## config.mk

```make
export PLATFORM = sky130hd
export DESIGN_NAME = sflash_timing_gen
export DESIGN_NICKNAME = d
export VERILOG_FILES = /design/src/rtl/sftg_pkg.sv /design/src/rtl/sftg_cfg_shadow.sv /design/src/rtl/sftg_cs_select.sv /design/src/rtl/sftg_edge_gen.sv /design/src/rtl/sftg_holdoff.sv /design/src/rtl/sflash_timing_gen.sv
export SDC_FILE = /design/constraint.sdc
export NUM_CORES = 1
export LEC_CHECK = 0
export ABC_AREA = 1
export BUFFER_PORTS_ARGS = -buffer_cell sky130_fd_sc_hd__buf_2
export CORE_MARGIN = 5
export CORE_UTILIZATION = 30
export CTS_BUF_LIST = sky130_fd_sc_hd__clkbuf_4
export CTS_CLUSTER_SIZE = 28
export DETAILED_ROUTE_END_ITERATION = 6
export HOLD_SLACK_MARGIN = 0.03
export PLACE_DENSITY = 0.52
export SLEW_MARGIN = 20
export SYNTH_ARGS = -nofsm -noshare
export SYNTH_HDL_FRONTEND = slang
export SYNTH_SLANG_ARGS = --single-unit
export TNS_END_PERCENT = 5
```

## constraint.sdc

```tcl
create_clock -name clk -period 6.3 [get_ports clk]
set_input_delay 0.945 -clock clk [delete_from_list [all_inputs] [get_ports clk]]
set_output_delay 0.945 -clock clk [all_outputs]
set_load 0.01 [all_outputs]
```

## src/rtl/sftg_pkg.sv

```systemverilog
package sftg_pkg;
  typedef enum logic [1:0] {
    PH_IDLE  = 2'd0,
    PH_LEAD  = 2'd1,
    PH_CLK   = 2'd2,
    PH_TRAIL = 2'd3
  } phase_e;
endpackage

```

## src/rtl/sftg_cfg_shadow.sv

```systemverilog
module sftg_cfg_shadow #(
  parameter int W = 8
) (
  input  logic         clk,
  input  logic         rst_n,
  input  logic         load,
  input  logic [W-1:0] d,
  output logic [W-1:0] q
);
  always_ff @(posedge clk or negedge rst_n) begin
    if (!rst_n)    q <= '0;
    else if (load) q <= d;
  end
endmodule

```

## src/rtl/sftg_cs_select.sv

```systemverilog
module sftg_cs_select #(
  parameter int NCS = 4
) (
  input  logic [NCS-1:0] field,
  input  logic           decode,
  output logic [NCS-1:0] pat_n
);
  localparam int SELW = (NCS > 1) ? $clog2(NCS) : 1;

  logic [SELW-1:0] idx;
  logic [NCS-1:0]  onehot_n;

  assign idx = field[SELW-1:0];

  for (genvar i = 0; i < NCS; i++) begin : g_line
    assign onehot_n[i] = (idx != SELW'(i));
  end

  assign pat_n = decode ? field : onehot_n;
endmodule

```

## src/rtl/sftg_edge_gen.sv

```systemverilog
module sftg_edge_gen #(
  parameter int LENW = 8
) (
  input  logic            clk,
  input  logic            rst_n,
  input  logic            load,
  input  logic [LENW-1:0] len,
  input  logic            fire,
  input  logic            rest,
  input  logic            rest_lvl,
  input  logic            cpha,
  output logic            sclk,
  output logic            last,
  output logic            shift_stb,
  output logic            sample_stb
);
  localparam int EW = LENW + 2;

  logic [EW-1:0] edges_left;

  always_ff @(posedge clk or negedge rst_n) begin
    if (!rst_n) begin
      sclk       <= 1'b0;
      edges_left <= '0;
      shift_stb  <= 1'b0;
      sample_stb <= 1'b0;
    end else begin
      shift_stb  <= 1'b0;
      sample_stb <= 1'b0;
      if (load) edges_left <= (EW'(len) + EW'(1)) << 1;
      if (fire) begin
        sclk       <= ~sclk;
        edges_left <= edges_left - EW'(1);
        // even count left means an odd-numbered (leading) edge
        sample_stb <= cpha ? edges_left[0] : ~edges_left[0];
        shift_stb  <= cpha ? ~edges_left[0] : edges_left[0];
      end else if (rest) begin
        sclk <= rest_lvl;
      end
    end
  end

  assign last = (edges_left == EW'(1));


  strobe_excl_chk: assert property (@(posedge clk) disable iff (!rst_n)
    !(shift_stb && sample_stb));

  sclk_hold_chk: assert property (@(posedge clk) disable iff (!rst_n)
    (!fire && !rest) |=> $stable(sclk));

  edge_budget_chk: assert property (@(posedge clk) disable iff (!rst_n)
    fire |-> (edges_left != '0));
endmodule

```

## src/rtl/sftg_holdoff.sv

```systemverilog
module sftg_holdoff #(
  parameter int CW = 10
) (
  input  logic          clk,
  input  logic          rst_n,
  input  logic          restart,
  input  logic          count_en,
  input  logic [CW-1:0] gap_need,
  input  logic [CW-1:0] swap_need,
  input  logic          same_dev,
  output logic          hold_ok
);
  logic [CW-1:0] elapsed;

  always_ff @(posedge clk or negedge rst_n) begin
    if (!rst_n)                         elapsed <= '1;
    else if (restart)                   elapsed <= CW'(1);
    else if (count_en && elapsed != '1) elapsed <= elapsed + CW'(1);
  end

  assign hold_ok = (elapsed >= gap_need) && (same_dev || elapsed >= swap_need);
endmodule

```

## src/rtl/sflash_timing_gen.sv

```systemverilog
module sflash_timing_gen #(
  parameter int NCS  = 4,
  parameter int DIVW = 4,
  parameter int DLYW = 8,
  parameter int LENW = 8
) (
  input  logic            clk,
  input  logic            rst_n,
  input  logic            enable,
  input  logic [DIVW-1:0] baud_div,
  input  logic            cpol,
  input  logic            cpha,
  input  logic [NCS-1:0]  cs_field,
  input  logic            cs_decode,
  input  logic [DLYW-1:0] lead_dly,
  input  logic [DLYW-1:0] trail_dly,
  input  logic [DLYW-1:0] gap_dly,
  input  logic [DLYW-1:0] swap_dly,
  input  logic            xfer_req,
  input  logic [LENW-1:0] xfer_len,
  output logic            xfer_done,
  output logic            sclk,
  output logic [NCS-1:0]  cs_n,
  output logic            shift_stb,
  output logic            sample_stb,
  output logic            idle
);
  import sftg_pkg::*;

  localparam int WIDEST = (DLYW > DIVW + 1) ? DLYW : DIVW + 1;
  localparam int CW     = WIDEST + 2;
  localparam int CFGW   = DIVW + 2 + NCS + 1 + 4 * DLYW;

  // configuration shadow
  logic [CFGW-1:0] cfg_d, cfg_q;
  logic [DIVW-1:0] s_baud;
  logic            s_cpol, s_cpha, s_dec;
  logic [NCS-1:0]  s_field;
  logic [DLYW-1:0] s_lead, s_trail, s_gap, s_swap;
  phase_e          phase;

  assign cfg_d = {baud_div, cpol, cpha, cs_field, cs_decode,
                  lead_dly, trail_dly, gap_dly, swap_dly};
  assign {s_baud, s_cpol, s_cpha, s_field, s_dec,
          s_lead, s_trail, s_gap, s_swap} = cfg_q;

  sftg_cfg_shadow #(.W(CFGW)) u_shadow (
    .clk(clk), .rst_n(rst_n),
    .load(!enable && phase == PH_IDLE),
    .d(cfg_d), .q(cfg_q)
  );

  // derived timing values
  logic [CW-1:0] half_ld, period, trail_ld, gap_need, swap_need;
  assign half_ld   = CW'(s_baud);
  assign period    = (CW'(s_baud) + CW'(1)) << 1;
  assign trail_ld  = CW'(s_trail) + period + CW'(2);
  assign gap_need  = CW'(s_gap) + period + CW'(1);
  assign swap_need = CW'(s_swap);

  // select pattern
  logic [NCS-1:0] pat_n, last_pat;
  sftg_cs_select #(.NCS(NCS)) u_sel (
    .field(s_field), .decode(s_dec), .pat_n(pat_n)
  );

  // hold-off between transfers
  logic [CW-1:0] tmr;
  logic          hold_ok, launch, fire, last_edge, release_now;

  assign release_now = (phase == PH_TRAIL) && (tmr == '0);

  sftg_holdoff #(.CW(CW)) u_hold (
    .clk(clk), .rst_n(rst_n),
    .restart(release_now), .count_en(phase == PH_IDLE),
    .gap_need(gap_need), .swap_need(swap_need),
    .same_dev(pat_n == last_pat), .hold_ok(hold_ok)
  );

  assign launch = (phase == PH_IDLE) && enable && xfer_req && hold_ok;
  assign fire   = ((phase == PH_LEAD) || (phase == PH_CLK)) && (tmr == '0);

  sftg_edge_gen #(.LENW(LENW)) u_edges (
    .clk(clk), .rst_n(rst_n),
    .load(launch), .len(xfer_len),
    .fire(fire), .rest(phase == PH_IDLE), .rest_lvl(s_cpol), .cpha(s_cpha),
    .sclk(sclk), .last(last_edge),
    .shift_stb(shift_stb), .sample_stb(sample_stb)
  );

  // sequencing
  always_ff @(posedge clk or negedge rst_n) begin
    if (!rst_n) begin
      phase     <= PH_IDLE;
      tmr       <= '0;
      cs_n      <= '1;
      last_pat  <= '1;
      xfer_done <= 1'b0;
    end else begin
      xfer_done <= 1'b0;
      unique case (phase)
        PH_IDLE: begin
          if (launch) begin
            phase    <= PH_LEAD;
            tmr      <= CW'(s_lead);
            cs_n     <= pat_n;
            last_pat <= pat_n;
          end
        end
        PH_LEAD: begin
          if (tmr == '0) begin
            phase <= PH_CLK;
            tmr   <= half_ld;
          end else begin
            tmr <= tmr - CW'(1);
          end
        end
        PH_CLK: begin
          if (tmr == '0) begin
            if (last_edge) begin
              phase <= PH_TRAIL;
              tmr   <= trail_ld;
            end else begin
              tmr <= half_ld;
            end
          end else begin
            tmr <= tmr - CW'(1);
          end
        end
        PH_TRAIL: begin
          if (tmr == '0) begin
            phase     <= PH_IDLE;
            cs_n      <= '1;
            xfer_done <= 1'b1;
          end else begin
            tmr <= tmr - CW'(1);
          end
        end
        default: phase <= PH_IDLE;
      endcase
    end
  end

  assign idle = (phase == PH_IDLE);


  idle_deselect_chk: assert property (@(posedge clk) disable iff (!rst_n)
    idle |-> (cs_n == '1));

  done_release_chk: assert property (@(posedge clk) disable iff (!rst_n)
    xfer_done |-> ((cs_n == '1) && ($past(cs_n) != '1)));

  cfg_freeze_chk: assert property (@(posedge clk) disable iff (!rst_n)
    enable |=> $stable(cfg_q));

  launch_spacing_chk: assert property (@(posedge clk) disable iff (!rst_n)
    $fell(idle) |-> $past(hold_ok && enable));
endmodule

```

; ---- Yosys cells after proc, flatten, opt, wreduce, memory -nomap -nowiden
; Index checks and enable logic that the tools add are counted.
[word_totals]
ff_bits = 87
input_bits = 55
out_inout_bits = 9
[op_classes]
n_addsub = 9
n_lt_le_gt_ge = 2
n_eq_ne = 15
muxes = 28
n_bitwise = 2
reduce_logical = 22
[op_table]
columns = op, count
row1 = two-way mux 10 bit, 9
row2 = case mux 10 bit (4 select lines), 1
row3 = "subtractor 10 x 1 -> 10 bit, second input constant", 2
row4 = adder 8 x 6 -> 9 bit, 2
row5 = "!= test 2 bit, second input constant", 7
row6 = two-way mux 4 bit, 3
row7 = "adder 10 x 1 -> 10 bit, second input constant", 1
row8 = "adder 9 x 1 -> 10 bit, second input constant", 1
row9 = "adder 9 x 2 -> 10 bit, second input constant", 1
row10 = "== test 10 x 1 -> 1 bit, second input constant", 1
row11 = >= comparator 10 bit, 1
row12 = >= comparator 10 x 8 -> 1 bit, 1
row13 = zero test 10 bit, 1
row14 = two-way mux 2 bit, 5
row15 = "!= test 10 bit, second input constant", 1
row16 = nonzero test 2 bit, 5
row17 = "adder 8 x 1 -> 9 bit, second input constant", 1
row18 = logical AND 1 bit, 8
row19 = two-way mux 1 bit, 8
row20 = case mux 2 bit (4 select lines), 1
row21 = case mux 4 bit (2 select lines), 1
row22 = "adder 4 x 1 -> 5 bit, second input constant", 1
row23 = AND reduction 5 bit, 1
row24 = "== test 2 bit, second input constant", 2
row25 = other kinds (9), 13

; ---- Logic depth before layout (Yosys ltp)
[logic_depth]
depth_word = 8
mapped_depth = 23

; ---- By module
; A second synthesis with hierarchy kept.
[hier_totals]
hier_cells = 793
hier_area_um2 = 5914.4
[modules_own_cells]
columns = mod, n_inst, cells_per_inst, area_each_um2, seq_area_each_um2
row1 = sflash_timing_gen, 1, 295, 2087.0, 535.5
row2 = sftg_cfg_shadow, 1, 182, 1655.3, 1076.0
row3 = sftg_holdoff, 1, 167, 1161.1, 262.8
row4 = sftg_edge_gen, 1, 136, 959.7, 325.3
row5 = sftg_cs_select, 1, 13, 51.3, 0.0

; ---- Worst setup path before layout
; OpenSTA, ideal clock, no wires.
[synth_timing]
path_type = register -> register
startpoint = register u_shadow.q[39]
endpoint = register phase[0]
setup_time_ns = 0.117
t_arrival_ns = 3.100
required_time_ns = 6.183
slack_ns = 3.083
stages_incl_launch_ff = 22
n_path_buf = 1
period_less_slack_ns = 3.217
path_cell_list = dfrtp_1 > ha_1 > xor2_1 > ha_1 > nand2_1 > o21ai_0 > a21oi_1 > o21ai_0 > nand3_1 > ha_1 > inv_1 > nor3_1 > nand3_1 > nand3_1 > nand2_1 > inv_1 > nand2_2 > nand2_1 > buf_4 > nand2_1 > nand2_1 > nand2_1
[synth_via]
elab_chain_len = 8
[synth_rtl]
columns = element, line
row1 = from (decl), sftg_cfg_shadow.sv:8  ; output logic [W-1:0] q
row2 = from (signal assigned), sftg_cfg_shadow.sv:11  ; if (!rst_n) q <= '0;
row3 = from (signal assigned), sftg_cfg_shadow.sv:12  ; else if (load) q <= d;
row4 = adder 4 x 1 -> 5 bit, sflash_timing_gen.sv:56  ; assign period = (CW'(s_baud) + CW'(1)) << 1;
row5 = adder 8 x 6 -> 9 bit, sflash_timing_gen.sv:58  ; assign gap_need = CW'(s_gap) + period + CW'(1);
row6 = adder 9 x 1 -> 10 bit, sflash_timing_gen.sv:58
row7 = >= comparator 10 bit, sftg_holdoff.sv:21  ; assign hold_ok = (elapsed >= gap_need) && (same_dev || elapsed >= swap_need);
row8 = logical AND 1 bit, sftg_holdoff.sv:21
row9 = logical AND 1 bit, sflash_timing_gen.sv:80  ; assign launch = (phase == PH_IDLE) && enable && xfer_req && hold_ok;
row10 = != test 2 bit (no line), -
row11 = AND reduction 5 bit (no line), -
row12 = to (signal assigned), sflash_timing_gen.sv:94  ; phase <= PH_IDLE;
row13 = to (signal assigned), sflash_timing_gen.sv:104  ; phase <= PH_LEAD;
row14 = to (signal assigned), sflash_timing_gen.sv:112  ; phase <= PH_CLK;
row15 = to (decl), sflash_timing_gen.sv:40  ; phase_e phase;
; No other way between the ends.
; A chain may end at the register's enable or synchronous reset.

; ---- Worst setup path in the final report
[layout_timing]
startpoint = register u_shadow.q[39]
endpoint = register tmr[6]
[layout_via]
elab_chain_len = 8
[layout_rtl]
columns = element, line
row1 = adder 4 x 1 -> 5 bit (*), sflash_timing_gen.sv:56
row2 = adder 8 x 6 -> 9 bit, sflash_timing_gen.sv:58
row3 = adder 9 x 1 -> 10 bit, sflash_timing_gen.sv:58
row4 = >= comparator 10 bit, sftg_holdoff.sv:21
row5 = logical AND 1 bit, sftg_holdoff.sv:21
row6 = logical AND 1 bit, sflash_timing_gen.sv:80
row7 = != test 2 bit (no line), -
row8 = AND reduction 2 bit (no line), -
row9 = to (signal assigned), sflash_timing_gen.sv:105  ; tmr <= CW'(s_lead);
row10 = to (signal assigned), sflash_timing_gen.sv:113  ; tmr <= half_ld;
row11 = to (signal assigned), sflash_timing_gen.sv:115  ; tmr <= tmr - CW'(1);
row12 = to (decl), sflash_timing_gen.sv:68  ; logic [CW-1:0] tmr;
; Mark *: on every way between the ends. The rest lies on a longest branch, timed or not.

==> flow_summary.toml <==
[clocking]
holdBufCountCts = 0
cts_tree = "done"
clock_sinks = 87
cts_made_buffers = 9
clk_latency_ns = 0.49
clk_pin_slew_ns = 0.16
htreeDepth = 3
root_buffer = "clkbuf_4"
cts.path.max_buffers = 2
ctsResizeCount = 0
post_cts_buffers = 0

[timing]
fin_tns_setup_ns = 0
hold_slack_ns = 0.315
worstMarginPinSlew_ns = 0.871
timing.fmax_mhz = 252
setup_viol = 0
final.min_clock_period_ns = 3.97
finClkSkew_ns = 0.0224
fin_crit_sh = 0.631
hold_viol = 0
slew_violations = 0
rsz0062_at_grt = "false"
maxSlewHeadroom = 0.419

[critical_path]
critical_path_depth = 20
required_ns = 6.67
crit_family = "simple AND/OR/NAND/NOR gates"
crit_start = "u_shadow.q[39]"
crit_path_start_kind = "register"
crit_fanout = 14
r2r_cells = 20
crit_end = "tmr[6]"
crit_top_cell = "nand2_1"
worstSetupPathType = "register to register"
worst-path-buf-inv = 2
reg2reg_slack_ns = 2.33
r2r_end = "tmr[6]"
crit_path_max_incr_delay_ns = 0.46
r2r-start = "u_shadow.q[39]"
path_cells = "ha_1 -> xor2_1 -> ha_1 -> nand2_1 -> o21ai_0 -> a21oi_1 -> o21ai_0 -> nand3_1 -> ha_1 -> inv_1 -> nor3_1 -> nand3_1 -> nand3_1 -> nand2_1 -> inv_1 -> nand2_2 -> nand2_1 -> nand2_2 -> nand2_1 -> nand2_1"
worstPathArrival_ns = 4.35
crit_path_end_kind = "register"
cp_slowest_cell = "dfrtp_1"

[floorplan]
die_h_um = 147
dieArea_sq_um = 21700
ios = 64
design.core.area_sq_um = 18600
die_w_um = 147
rows = 50
initial_core_util = 0.304

[place]
hpwl_um = 10200
port_buffers = 63
routabilityCongestion = 0.817

[global_routing]
grt_util_all_layers = 0.132
antenna_found_initial = 1
grt_overflow = 0
grt_pass1_wl_um = 23100
grt_pass1_vias = 4641
grt_max_degree = 68

[drt]
dr_total_vias = 4634
via_per_inst = 4.51
dr.pass1.iters = 4
wl_um = 13400
drt_iter0_markers = 224
drtAntennaViolNets = 0
wl_per_cell_um = 13.0
drc = 0

[pwr]
sw_frac_of_total = 0.484
pwr-share-clk = 0.097
p_int_mw = 1.78
p_seq_frac = 0.301
p_switching_mw = 1.67
powerDensity_nw_per_um2 = 543
p_leak_nw = 3.25
power_frac_comb = 0.602
peakVddDrop_mv = 0.151
finalPower_mw = 3.45

[hold_path]
hp-class = "input port to asynchronous set/reset pin"

[synth]
avgSynthCellArea_sq_um = 7.79
ys_types = 37
ys_seq_area_frac = 0.389
synth_fp_nets = 826
synth_warnings = 0
syn_area_sq_um = 5660
ys_ff_latch = 87
syn_inst = 727

[finish]
drive_above_1_share = 0.161
synthToLayoutAreaGrowth_pct = 12.2
fin_nets = 887

[run]
cap_viol_max_count = 0

[status]
status = "complete, no violations"
[worst min-delay path by stage]
stage	start	endpoint	slack, ns
after global routing	rst_n	u_shadow.q[36]	0.29
after global placement	cs_n[3]	cs_n[3]	0.47
after CTS	rst_n	u_edges.edges_left[2]	0.28
final	rst_n	u_edges.edges_left[2]	0.32
after floorplan	u_shadow.q[38]	u_shadow.q[38]	0.46
after detailed placement	cs_n[0]	cs_n[0]	0.47
[kinds of logic (layout without fill, tap and decap cells)]
logic type | after synthesis | count (layout) | synth area share
muxes | 23 | 23 | 0.0455
buffers and inverters | 111 | 177 | 0.0774
adders and majority gates | 44 | 44 | 0.0999
DFF | 87 | 87 | 0.389
and+or+nand+nor | 349 | 349 | 0.266
xor gates and xnor gates | 30 | 30 | 0.0464
other | 0 | 1 | 0
AOI/OAI and AO/OA | 83 | 83 | 0.0765
[layout by cell type, fill, tap and decap left out, types with 2 or more instances in the layout]
cell | netlist | final
fa_1 | 2 | 2
nand3_1 | 51 | 51
xnor2_1 | 10 | 10
buf_2 | 8 | 62
nor2_1 | 59 | 59
mux2_2 | 6 | 6
mux2_1 | 16 | 16
inv_2 | 5 | 5
nor3_1 | 6 | 6
ha_1 | 42 | 42
dfrtp_1 | 69 | 69
nand4_1 | 12 | 12
o21ai_0 | 33 | 33
xor2_1 | 20 | 20
a21oi_1 | 43 | 43
or2_2 | 4 | 5
clkinvlp_4 | 0 | 2
inv_6 | 0 | 2
nand2_1 | 196 | 196
nor2_4 | 3 | 3
nor2_2 | 2 | 2
clkbuf_4 | 0 | 9
nand2_2 | 5 | 5
nand3b_1 | 7 | 7
dfstp_2 | 18 | 18
inv_1 | 90 | 90
buf_4 | 3 | 4
[layer usage]
layer,GRT usage,wire [um],vias up
met3,0.0339,477,10
met2,0.204,5810,68
met5,0,0,-
met1,0.186,6950,2100
li1,-,-,2456
met4,0.0294,125,0
[per-stage QoR]
stage / area [sq um] / setup slack [ns] / cells / utilization
final: 6350 / 2.33 / 1028 / 0.341
after global routing: 6350 / 1.88 / 1028 / 0.341
after CTS: 6350 / 2.27 / 1027 / 0.341
after detailed placement: 6210 / 2.35 / 1011 / 0.333
after global placement: 6210 / 2.46 / 1011 / 0.333
after floorplan: 5660 / 3.08 / 727 / -
[registers in the layout, indices dropped and copies added (netlist names)]
name,cells
tmr,10
u_shadow.q,43
u_edges.shift_stb,1
u_hold.elapsed,10
cs_n,4
last_pat,4
u_edges.edges_left,10
u_edges.sample_stb,1
xfer_done,1
phase,2
u_edges.sclk,1
[layout make-up]
class                      instances  area (sq um)
multi-input combinational        529          3020
clock inverter                     7          71.3
sequential                        87          2200
fill                            1997         12300
tap                              234           293
antenna                            1          2.50
timing repair buffer              66           340
inverter                          95           357
clock buffer                       9          67.6
[power by group through the flow]
stage / clock [mW] / sequential [mW] / combinational (mW)
after global placement: 0 / 1.05 / 2.08
final: 0.336 / 1.04 / 2.07
after CTS: 0.356 / 1.04 / 2.11
after global routing: 0.380 / 1.07 / 2.44
after detailed placement: 0 / 1.05 / 2.09
after floorplan: 0 / 0.993 / 1.65
[cells in the mapped netlist (all sizes together)]
master  number  area share
a21oi       44       0.040
and3         1      0.0011
buf         11       0.011
clkbuf       5      0.0033
dfrtp       69        0.31
dfstp       18       0.084
fa           2      0.0071
ha          42       0.093
inv         95       0.063
mux2        22       0.044
mux2i        1      0.0018
nand2      202        0.14
nand3       51       0.045
nand3b       7      0.0093
nand4       12       0.013
nor2        64       0.047
nor3         6      0.0053
nor3b        1      0.0013
o211ai       1      0.0013
o21ai       35       0.032
o221ai       1      0.0015
o22ai        1      0.0011
o31ai        1      0.0013
or2          5      0.0055
xnor2       10       0.015
xor2        20       0.031
(Power assumes the default switching activity.)
